**src/rtl/irqc_pkg.sv**
```systemverilog
package irqc_pkg;
  typedef enum logic [2:0] {
    SUB_EN   = 3'd0,
    SUB_ST   = 3'd1,
    SUB_TXC  = 3'd2,
    SUB_RXC  = 3'd3,
    SUB_MODE = 3'd4
  } sub_e;

  localparam int B_TI  = 0;
  localparam int B_RI  = 1;
  localparam int B_TBU = 2;
  localparam int B_ERR = 3;
  localparam int SRC_N = 4;
  localparam int VIEW_N = 6;

  // normal summary: starved always counts, completions only in shared scheme
  function automatic logic nis_calc(logic [SRC_N-1:0] st, logic [SRC_N-1:0] en,
                                    logic split_mode);
    logic [SRC_N-1:0] act;
    act = st & en;
    return act[B_TBU] | (!split_mode & (act[B_TI] | act[B_RI]));
  endfunction

  // direction filter applied to the readable status view
  function automatic logic [VIEW_N-1:0] view_filter(logic [VIEW_N-1:0] v,
                                                    logic [1:0] dir);
    logic [VIEW_N-1:0] keep;
    keep = 6'b111000;
    if (dir[0]) keep[B_RI] = 1'b1;
    if (dir[1]) begin
      keep[B_TI]  = 1'b1;
      keep[B_TBU] = 1'b1;
    end
    return v & keep;
  endfunction
endpackage

```
**src/rtl/irqc_satcnt.sv**
```systemverilog
module irqc_satcnt #(
  parameter int W = 32
) (
  input  logic         clk,
  input  logic         rst_n,
  input  logic         inc,
  output logic [W-1:0] val
);
  function automatic logic [W-1:0] sat_next(logic [W-1:0] cur);
    return (&cur) ? cur : cur + 1'b1;
  endfunction

  always_ff @(posedge clk) begin
    if (!rst_n)   val <= '0;
    else if (inc) val <= sat_next(val);
  end
endmodule

```
**src/rtl/irqc_chan.sv**
```systemverilog
module irqc_chan
  import irqc_pkg::*;
(
  input  logic             clk,
  input  logic             rst_n,
  input  logic             ev_ti,
  input  logic             ev_ri,
  input  logic             ev_tbu,
  input  logic             ev_err,
  input  logic             en_we,
  input  logic             st_clr,
  input  logic [SRC_N-1:0] wdata,
  input  logic             split_mode,
  output logic [SRC_N-1:0] en,
  output logic [SRC_N-1:0] st,
  output logic             nis,
  output logic             ais,
  output logic             tx_line,
  output logic             rx_line,
  output logic             tx_hit,
  output logic             rx_hit
);
  logic [SRC_N-1:0] set_vec;
  logic [SRC_N-1:0] clr_vec;

  assign set_vec = {ev_err, ev_tbu, ev_ri, ev_ti};
  assign clr_vec = st_clr ? (wdata & en) : '0;

  always_ff @(posedge clk) begin
    if (!rst_n) begin
      en <= '0;
      st <= '0;
    end else begin
      if (en_we) en <= wdata;
      st <= (st & ~clr_vec) | set_vec;
    end
  end

  assign nis     = nis_calc(st, en, split_mode);
  assign ais     = st[B_ERR] & en[B_ERR];
  assign tx_line = (st[B_TI] & en[B_TI]) | (st[B_TBU] & en[B_TBU]);
  assign rx_line = st[B_RI] & en[B_RI];
  assign tx_hit  = ev_ti & en[B_TI];
  assign rx_hit  = ev_ri & en[B_RI];
endmodule

```
**src/rtl/irq_status_ctl.sv**
```systemverilog
// NUM_CH must be a power of two, at least 2
module irq_status_ctl
  import irqc_pkg::*;
#(
  parameter int NUM_CH = 4,
  parameter int CNT_W  = 32,
  parameter int DATA_W = 32
) (
  input  logic                         clk,
  input  logic                         rst_n,
  input  logic [NUM_CH-1:0]            ev_tx_done,
  input  logic [NUM_CH-1:0]            ev_rx_done,
  input  logic [NUM_CH-1:0]            ev_tx_nobuf,
  input  logic [NUM_CH-1:0]            ev_err,
  input  logic                         reg_we,
  input  logic [$clog2(NUM_CH)+2:0]    reg_addr,
  input  logic [DATA_W-1:0]            reg_wdata,
  input  logic [1:0]                   dir_sel,
  output logic [DATA_W-1:0]            reg_rdata,
  output logic [NUM_CH-1:0]            tx_irq,
  output logic [NUM_CH-1:0]            rx_irq,
  output logic                         common_irq
);
  localparam int CH_W = $clog2(NUM_CH);
  localparam int AW   = CH_W + 3;

  sub_e              sub;
  logic [CH_W-1:0]   ch_sel;
  logic              split_mode;
  logic              unused_wbits;

  logic [SRC_N-1:0]  en_a  [NUM_CH];
  logic [SRC_N-1:0]  st_a  [NUM_CH];
  logic [CNT_W-1:0]  txc_a [NUM_CH];
  logic [CNT_W-1:0]  rxc_a [NUM_CH];
  logic [NUM_CH-1:0] nis_v, ais_v, tx_hit_v, rx_hit_v;

  // flat views brought out for the checker
  logic [SRC_N*NUM_CH-1:0] en_flat, st_flat;
  logic [CNT_W*NUM_CH-1:0] txc_flat;

  assign sub          = sub_e'(reg_addr[2:0]);
  assign ch_sel       = reg_addr[AW-1:3];
  assign unused_wbits = ^reg_wdata[DATA_W-1:SRC_N];

  always_ff @(posedge clk) begin
    if (!rst_n)                          split_mode <= 1'b0;
    else if (reg_we && sub == SUB_MODE)  split_mode <= reg_wdata[0];
  end

  for (genvar c = 0; c < NUM_CH; c++) begin : g_ch
    logic sel;
    assign sel = (ch_sel == CH_W'(c));

    irqc_chan u_chan (
      .clk        (clk),
      .rst_n      (rst_n),
      .ev_ti      (ev_tx_done[c]),
      .ev_ri      (ev_rx_done[c]),
      .ev_tbu     (ev_tx_nobuf[c]),
      .ev_err     (ev_err[c]),
      .en_we      (reg_we && sel && sub == SUB_EN),
      .st_clr     (reg_we && sel && sub == SUB_ST),
      .wdata      (reg_wdata[SRC_N-1:0]),
      .split_mode (split_mode),
      .en         (en_a[c]),
      .st         (st_a[c]),
      .nis        (nis_v[c]),
      .ais        (ais_v[c]),
      .tx_line    (tx_irq[c]),
      .rx_line    (rx_irq[c]),
      .tx_hit     (tx_hit_v[c]),
      .rx_hit     (rx_hit_v[c])
    );

    irqc_satcnt #(.W(CNT_W)) u_txc (
      .clk (clk), .rst_n (rst_n), .inc (tx_hit_v[c]), .val (txc_a[c])
    );
    irqc_satcnt #(.W(CNT_W)) u_rxc (
      .clk (clk), .rst_n (rst_n), .inc (rx_hit_v[c]), .val (rxc_a[c])
    );

    assign en_flat[c*SRC_N +: SRC_N]  = en_a[c];
    assign st_flat[c*SRC_N +: SRC_N]  = st_a[c];
    assign txc_flat[c*CNT_W +: CNT_W] = txc_a[c];
  end

  assign common_irq = |(nis_v | ais_v);

  always_comb begin
    reg_rdata = '0;
    case (sub)
      SUB_EN:   reg_rdata = DATA_W'(en_a[ch_sel]);
      SUB_ST:   reg_rdata = DATA_W'(view_filter({ais_v[ch_sel], nis_v[ch_sel],
                                                 st_a[ch_sel]}, dir_sel));
      SUB_TXC:  reg_rdata = DATA_W'(txc_a[ch_sel]);
      SUB_RXC:  reg_rdata = DATA_W'(rxc_a[ch_sel]);
      SUB_MODE: reg_rdata = DATA_W'(split_mode);
      default:  reg_rdata = '0;
    endcase
  end
endmodule

```
**config.mk**
```make
export PLATFORM = sky130hd
export DESIGN_NAME = irq_status_ctl
export DESIGN_NICKNAME = d
export VERILOG_FILES = /design/src/rtl/irqc_pkg.sv /design/src/rtl/irqc_satcnt.sv /design/src/rtl/irqc_chan.sv /design/src/rtl/irq_status_ctl.sv
export SDC_FILE = /design/constraint.sdc
export NUM_CORES = 1
export LEC_CHECK = 0
export BUFFER_PORTS_ARGS = -buffer_cell sky130_fd_sc_hd__buf_2
export CAP_MARGIN = 20
export CORE_MARGIN = 2
export CORE_UTILIZATION = 56
export DETAILED_ROUTE_END_ITERATION = 7
export PLACE_DENSITY_LB_ADDON = 0.08
export RECOVER_POWER = 50
export SETUP_SLACK_MARGIN = 0.02
export SLEW_MARGIN = 20
export SYNTH_ARGS = -nofsm -noshare
export SYNTH_HDL_FRONTEND = slang
export SYNTH_SLANG_ARGS = --single-unit
```
**constraint.sdc**
```tcl
create_clock -name clk -period 4.1 [get_ports clk]
set_clock_uncertainty 0.2 [all_clocks]
set_input_delay 1.025 -clock clk [delete_from_list [all_inputs] [get_ports clk]]
set_output_delay 1.025 -clock clk [all_outputs]
set_load 0.02 [all_outputs]
```
**After elaboration in Yosys (flattened, before gate mapping)**

Cells that the tools add are included.
Widths: inputs -> output; s select.

- Register bits: 289
- Bits in latches: 0
- Memory bits (writable): 0
- Memory bits (read-only): 0
- Bits of input ports: 58
- Output and inout port bits: 41
- Logic and storage cells: 163
- Memories: 0

- Add/subtract/negate cells: 8
- Multiply operators: 0
- Div/mod/pow operators: 0
- $lt $le $gt $ge: 2
- Eq/ne operators: 7
- Shift operators: 0
- Multiplexer cells: 25
- Bitwise operators: 71
- Reductions and logical operators: 33

Operator list:

| cell | number |
|---|---|
| $add 32x1->32 const B | 8 |
| $reduce_and 32->1 | 8 |
| $pmux 32 s5 | 1 |
| $bmux 32 s2 | 2 |
| $mux 32 | 4 |
| $and 4x4->4 | 8 |
| $mux 4 | 8 |
| $and 1x1->1 | 28 |
| $or 4x4->4 | 5 |
| $bmux 4 s2 | 2 |
| $not 4->4 | 4 |
| $reduce_and 2->1 | 8 |
| $logic_and 1x1->1 | 13 |
| $and 3x3->3 | 4 |
| $or 1x1->1 | 12 |
| $not 1->1 | 8 |
| $and 6x6->6 | 1 |
| $eq 3x2->1 const B | 2 |
| $mux 1 | 6 |
| $bmux 1 s2 | 2 |
| $eq 2x2->1 const B | 2 |
| $reduce_or 4->1 | 1 |
| $eq 3x1->1 const B | 1 |
| $eq 3x3->1 const B | 1 |
| other kinds (7) | 7 |

**Depth between registers and ports, before layout**

Gate-level depths: netlist (run 1).

- Depth after elaboration: 8
- Gate-level depth with buffers: 8
- Depth with buffers taken out: 6

**Hierarchy**

A second synthesis (run 1) with hierarchy kept.

- Cell total of the unflattened synthesis: 1904
- Area, all modules: 17150.2 µm²

By module, submodules not included:

| module | times used | cells an instance | area each (µm²) | seq. area each (µm²) |
|---|---|---|---|---|
| irqc_satcnt | 8 | 194 | 1646.6 | 640.6 |
| irq_status_ctl | 1 | 208 | 2521.2 | 20.0 |
| irqc_chan | 4 | 36 | 364.1 | 160.2 |

**Least setup slack after synthesis (run 1)**

Ideal clock, no wire load.

- Path type: input port to output port
- From: input port reg_addr[4]
- To: output port reg_rdata[5]
- Data arrival time: 3.063 ns
- Data required time: 2.875 ns
- Path slack: -0.188 ns
- Cell stages on the path: 7
- Buffers on the path: 3
- Path through: buf_2 > buf_1 > clkbuf_1 > nand3_1 > o211ai_1 > o211ai_1 > a311oi_1

- Word-level cells in the longest chain between the ends: 5
- Elaborated cells on any way between the ends: 11
- Those cells by class: mux (9); bitwise (2)

RTL lines:

| element | RTL line | RTL |
|---|---|---|
| start: declaration | irq_status_ctl.sv:16 | `input logic [$clog2(NUM_CH)+2:0] reg_addr,` |
| $not 2->3 (not written as such) | irq_status_ctl.sv:96, irq_status_ctl.sv:97 |  |
| $bmux 32 s2 (on tied branches) | irq_status_ctl.sv:97, irq_status_ctl.sv:96 |  |
| $mux 32 (on tied branches) (2 in a row) | irq_status_ctl.sv:97, irq_status_ctl.sv:96 |  |
| $pmux 32 s5 (*) | irq_status_ctl.sv:92 | `case (sub)` |
| end: declaration | irq_status_ctl.sv:19 | `output logic [DATA_W-1:0] reg_rdata,` |

Every way passes the cells marked *; elsewhere a longest branch is shown, timed or not. The select of a mux whose other input is x is not followed.

**Worst setup path in the final report (run 1)**

- From: input port reg_addr[4]
- To: output port reg_rdata[0]

- Word-level cells in the longest chain between the ends: 6
- Elaborated cells on any way between the ends: 15
- Those cells by class: mux (13); bitwise (2)

RTL lines:

| element | RTL line | RTL |
|---|---|---|
| $not 2->3 (not written as such) (*) | n/a |  |
| $bmux 4 s2 | irq_status_ctl.sv:95 | `st_a[ch_sel]}, dir_sel));` |
| $mux 4 (not written as such) (2 in a row) | irq_status_ctl.sv:95 |  |
| $and 6x6->6 | irqc_pkg.sv:35 | `return v & keep;` |
| $pmux 32 s5 (*) | irq_status_ctl.sv:92 |  |

Marked as above.

==> impl_metrics.ini, run 1 <==
[floorplan]
die-area_um2 = 30900
ioPinCount = 99
starting_density_of_the_core_pct = 57.2
die_width_um = 176
std_cell_rows = 62
core_area_um2 = 28900
die-height_um = 176

[cts]
cts_buffers = 35
tritoncts_num_sinks = 289
cts_repair_resize_count = 0
clock_path_buffers = 3
post_cts_hold_buffer_count = 0
ctsHtreeMaxLevel = 2
worst_setup_hold_path_clk_slew_ps = 60
clk_latency_ps = 520
cts_setup_buffers = 0
cts_root_buf = clkbuf_16
clock_tree_from_tritoncts = built

[synth]
sequential_fraction_of_the_synthesis_area_pct = 35.0
mappedNetlistNets = 2001
yosysTopAreaCellShare_pct = 35.0
synth_top_cells_by_area = dfxtp_1 (35%), mux4_2 (9.7%), a21oi_1 (5.5%)
synth.distinct_cells = 61
syn_avg_cell_area_um2 = 8.53
mapped_cells = 1935
synthDominantAreaCellType = dfxtp_1
synth-main-ff-cell = dfxtp_1
asyncSetResetFlopFracSynth_pct = 0
postSynthRegisterBits = 289
synth-warning-count = 0
synth_edf_count = 0
synthesis.area_um2 = 16500

[cells_and_area]
stdcell_count = 2375
layout.cells.most_common_list = dfxtp_1 (289), nand2_1 (190), a21oi_1 (180)
nets = 2031
diodes = 0
drive_above_1_share_pct = 12.4
syn_to_final_growth_pct = 11.1
most_common_cell_after_layout_fill_and_taps_aside = dfxtp_1

[sta]
drv_slew = 0
period_needed_ps = 3880
rel_slew_slack_pct = 6.91
rsz_0062_raised_after_global_routing = no
setup_viol = 0
layout_setup_ws_ps = 221
timing_hold_violations_final = 0
max_freq_ghz = 0.258
period_share_pct = 94.6
worstMarginPinSlew_ps = 1380
sum_of_negative_setup_slack_ps = 0

[critical_path]
critPathMaxFanout = 35
r2r_slack_ps = 500
critPathKind = in -> out
crit_arrival_ps = 2650
cp.required_ps = 2870
r2r-end = g_ch[3].u_txc.val[9]
crit_path_start_kind = input pin
critical_path.endpoint_type = output pin
worstReg2RegStart = g_ch[3].u_txc.val[0]
rr_worst_depth = 7

[grt]
grt.met1_usage_pct = 48.5
pin_count_of_the_biggest_net_entering_global_routing = 139
globalRouteMet3Util_pct = 6.06
grt_pass1_vias = 14581
wire_length_of_the_first_global_routing_pass_um = 81300
grt_antenna_before_repair = 0
globalRoute.totalOverflow = 0
gr-usage-met2_pct = 49.2
grt-busiest-layer = met2
grt.total_usage_pct = 33.2

[placement]
placed_cells_incl_taps = 2311
io_buffer_count = 70
gpl.final_weighted_congestion = 0.956
dpl.hpwl_um = 37500
preCtsSetupSlack_ps = 222

[route]
detail_route.first_pass.iterations = 7
finalWirelength_um = 51500
initialDrtViolationCount = 1782
vias = 16122
route.antenna.remaining_nets = 0
vias_per_cell = 6.79
route.detailed.wl_per_inst_um = 21.7
detail_route.drc_violations = 0

[worst_hold_path]
holdPathStages = 2
hold_path_class = reg -> reg
hp-start = g_ch[1].u_rxc.val[9]
worstHoldEndpoint = g_ch[1].u_rxc.val[9]

[power_and_ir_drop]
cell_area_power_density_nw_per_um2 = 334
peakVddDrop_mv = 0.320
leakagePower_nw = 5.60

[status]
outcome = finished clean

[run]
maxCapViolCount = 0
==> power breakdown <==
| part | leakage [nW] | internal, mW | switching, mW |
|---|---|---|---|
| clock network | 0.549 | 1.77 | 1.26 |
| registers | 2.33 | 2.82 | 0.0140 |
| logic | 2.72 | 0.0887 | 0.169 |
==> cell type report <==
class | count | area (µm²)
Clock inverter | 14 | 115
Inverter | 45 | 174
Clock buffer | 49 | 998
Multi-Input combinational cell | 1480 | 10100
Tap cell | 384 | 480
Sequential cell | 289 | 5790
Timing Repair Buffer | 114 | 728
Fill cell | 2519 | 10500
==> state kept, by name, summed over array words and instances, names as in the netlist <==
| register | count |
|---|---|
| g_ch.u_chan.st | 16 |
| g_ch.u_txc.val | 128 |
| split_mode | 1 |
| g_ch.u_rxc.val | 128 |
| g_ch.u_chan.en | 16 |
==> layer usage <==
metal | wire length, µm | vias to the layer above
li1 | - | 7460
met1 | 22400 | 7765
met2 | 22300 | 783
met3 | 4950 | 114
met4 | 1790 | 0
met5 | 0 | -
==> how the worst max path moves through the flow <==
stage / from / end / slack (ps) / cells after the start
floorplan: reg_addr[4] / reg_rdata[5] / 4 / 7
global placement: reg_addr[4] / reg_rdata[3] / 230 / 6
detailed placement: reg_addr[4] / reg_rdata[3] / 220 / 6
CTS: reg_addr[4] / reg_rdata[3] / 220 / 6
global route: reg_addr[4] / reg_rdata[0] / 150 / 8
finish: reg_addr[4] / reg_rdata[0] / 220 / 8
==> cell usage after synthesis, types with 31 or more instances <==
cell      number
inv_1         44
a22o_1        31
nor4_1        46
dfxtp_1      289
mux4_2        71
a21oi_1      180
nor2_1       103
nand4_1       83
or3_1        101
o31ai_1       54
clkbuf_1      96
or4_1         61
nand2_1      190
xnor2_1       43
nand3_1      103
o21ai_0      105
mux2i_1       46
nand2b_1      37
==> stage by stage <==
| step | hold WS (ps) | power, mW | instance area [µm²] | util, % |
|---|---|---|---|---|
| finish | 287 | 6.12 | 18300 | 63.6 |
| global route | 319 | 6.29 | 18300 | 63.6 |
| CTS | 287 | 6.16 | 18400 | 63.8 |
| detailed placement | 280 | 3.15 | 17300 | 60.0 |
| global placement | 271 | 3.15 | 17300 | 60.0 |
| floorplan | 248 | 3.06 | 16500 | - |
==> critical path, cell delays in order <==
cell	delay [ps]
buf_4	220
buf_12	270
mux4_2	530
nand2_1	80
a21oi_1	60
a31oi_1	180
o22ai_1	100
buf_2	170
==> kinds of logic after synthesis <==
kind of cell	after synthesis	synth area share, %
xor+xnor	54	2.86
buf+inv	166	4.09
compound gates	445	16.4
flops	289	35.0
simple gates	854	28.2
mux	119	12.8
fa+ha+maj	8	0.606
Note: power is estimated with default switching activity, not from simulation.
==> inputs of run 2 (changes only) <==
- PLACE_DENSITY: unset -> 0.78
- PLACE_DENSITY_LB_ADDON: 0.08 -> unset
==> run 2 against run 1 <==
  * Critical path type unchanged
  * Routed wire length is 0.17% higher
  * Sequential power hardly changed
  * Worst setup slack worse by 75 ps
  * Die area stayed put
  * Register-to-register slack better by 500 ps
  * Sequential share of layout area hardly changed
  * Cell area hardly changed
  * Count of clock-buffer cells in the layout is 8 higher
  * The flow now finishes with violations (capacitance limit, slew limit)
==> impl_metrics.ini, run 2 (same netlist as run 1, synthesis figures left out) <==
[status]
outcome = complete, but fails checks
failed_checks = capacitance limit, slew limit

[critical_path]
max_stage_delay_ps = 540
timing.critical_path.slowest_stage_cell = mux4_2
critPathMaxFanout = 17
critPathKind = in -> out
critical_path.cell_chain = buf_4 -> buf_4 -> mux4_2 -> a31oi_1 -> o22ai_1 -> buf_2
crit_top_cell = buf_4
cpLargestDelayFamily = buffers and inverters
critical_path.endpoint_type = output pin
cp.required_ps = 2870
critical_path_buf_inv_count = 3
crit_arrival_ps = 2730
crit_path_start_kind = input pin

[route]
detail_route.drc_violations = 0
initialDrtViolationCount = 1870
route.antenna.remaining_nets = 0
vias = 16200
detail_route.first_pass.iterations = 6
vias_per_cell = 6.82
finalWirelength_um = 51600
route.detailed.wl_per_inst_um = 21.7

[placement]
io_buffer_count = 70
dpl.hpwl_um = 37500
preCtsSetupSlack_ps = 131
gpl.final_weighted_congestion = 0.968

[cells_and_area]
layout.cells.most_common_list = dfxtp_1 (289), nand2_1 (190), a21oi_1 (180)
most_common_cell_after_layout_fill_and_taps_aside = dfxtp_1
drive_above_1_share_pct = 12.8
nets = 2032
ff_latch_area_um2 = 5790
final.fill_count = 2438
multi_input_comb_area_um2 = 10100
reg_top3 = g_ch.u_rxc.val (128), g_ch.u_txc.val (128)
syn_to_final_growth_pct = 11.2
diodes = 0

[sta]
setup_viol = 0
timing.hold.ws_ps = 290
rel_slew_slack_pct = -48.5
period_share_pct = 96.4
sum_of_negative_setup_slack_ps = 0
worstMarginPinSlew_ps = 2230
period_needed_ps = 3950
layout_setup_ws_ps = 146
max_freq_ghz = 0.253
timing_hold_violations_final = 0
drv_slew = 67
rsz_0062_raised_after_global_routing = no

[cts]
tritoncts_num_sinks = 289
cts_setup_buffers = 0
worst_setup_hold_path_clk_slew_ps = 60
cts_root_buf = clkbuf_16
cts_buffers = 34
cts_repair_resize_count = 0
post_cts_hold_buffer_count = 0
clock_tree_from_tritoncts = built
clock_path_buffers = 3
clk_latency_ps = 530
ctsHtreeMaxLevel = 2

[floorplan]
die-area_um2 = 30900
std_cell_rows = 62
die-height_um = 176
starting_density_of_the_core_pct = 57.2
core_area_um2 = 28900
die_width_um = 176
ioPinCount = 99

[grt]
globalRoute.totalOverflow = 0
pin_count_of_the_biggest_net_entering_global_routing = 81
wire_length_of_the_first_global_routing_pass_um = 81000
grt_antenna_before_repair = 0
grt.total_usage_pct = 33.1
grt_pass1_vias = 14990

[power_and_ir_drop]
leakagePower_nw = 5.64
peakVddDrop_mv = 0.232
total_power_mw = 6.19
cell_area_power_density_nw_per_um2 = 337

[worst_hold_path]
hold_path_class = reg -> reg

[run]
maxCapViolCount = 1
run 2: path summary, 6_finish.rpt:
path                        start                   end  slack [ps]  cells past startpoint
max                   reg_addr[4]          reg_rdata[0]         150                      6
min reg2reg  g_ch[0].u_rxc.val[5]  g_ch[0].u_rxc.val[5]         290                      2
min          g_ch[0].u_rxc.val[5]  g_ch[0].u_rxc.val[5]         290                      2
max reg2reg  g_ch[3].u_txc.val[0]  g_ch[3].u_txc.val[7]        1000                      7
run 2: metrics by stage:
stage | util [%] | instances | instance area (µm²)
4_1_cts | 63.9 | 2376 | 18400
3_3_place_gp | 59.9 | 2314 | 17300
5_1_grt | 63.6 | 2376 | 18400
6_report | 63.6 | 2376 | 18400
2_1_floorplan | - | 1935 | 16500
3_5_place_dp | 59.9 | 2314 | 17300
run 2: worst min-delay path, cell delays in order, from the launching register on:
cell,delay (ps)
dfxtp_1,330
o41ai_1,60
a21oi_1,50
run 2: layer usage:
metal	up-vias	track usage [%]	wire length (µm)
li1	7452	-	-
met1	7791	45.9	21300
met2	838	50.6	22300
met3	119	7.36	5860
met4	0	12.8	2070
met5	-	0	0
run 2: final cells by class:
| type | count | area share (%) |
|---|---|---|
| timing repair buffer | 116 | 3.87 |
| sequential | 289 | 31.5 |
| inverter | 45 | 0.920 |
| clock inverter | 5 | 0.307 |
| clock buffer | 57 | 5.95 |
| tap | 384 | 2.62 |
| multi-input combinational | 1480 | 54.8 |
run 2: where the power goes:
group	switching (mW)	total (mW)	leakage, nW	internal (mW)
clock network	1.22	3.10	0.566	1.88
registers	0.0136	2.83	2.33	2.82
logic	0.168	0.253	2.74	0.0841
total	1.40	6.19	5.64	4.78
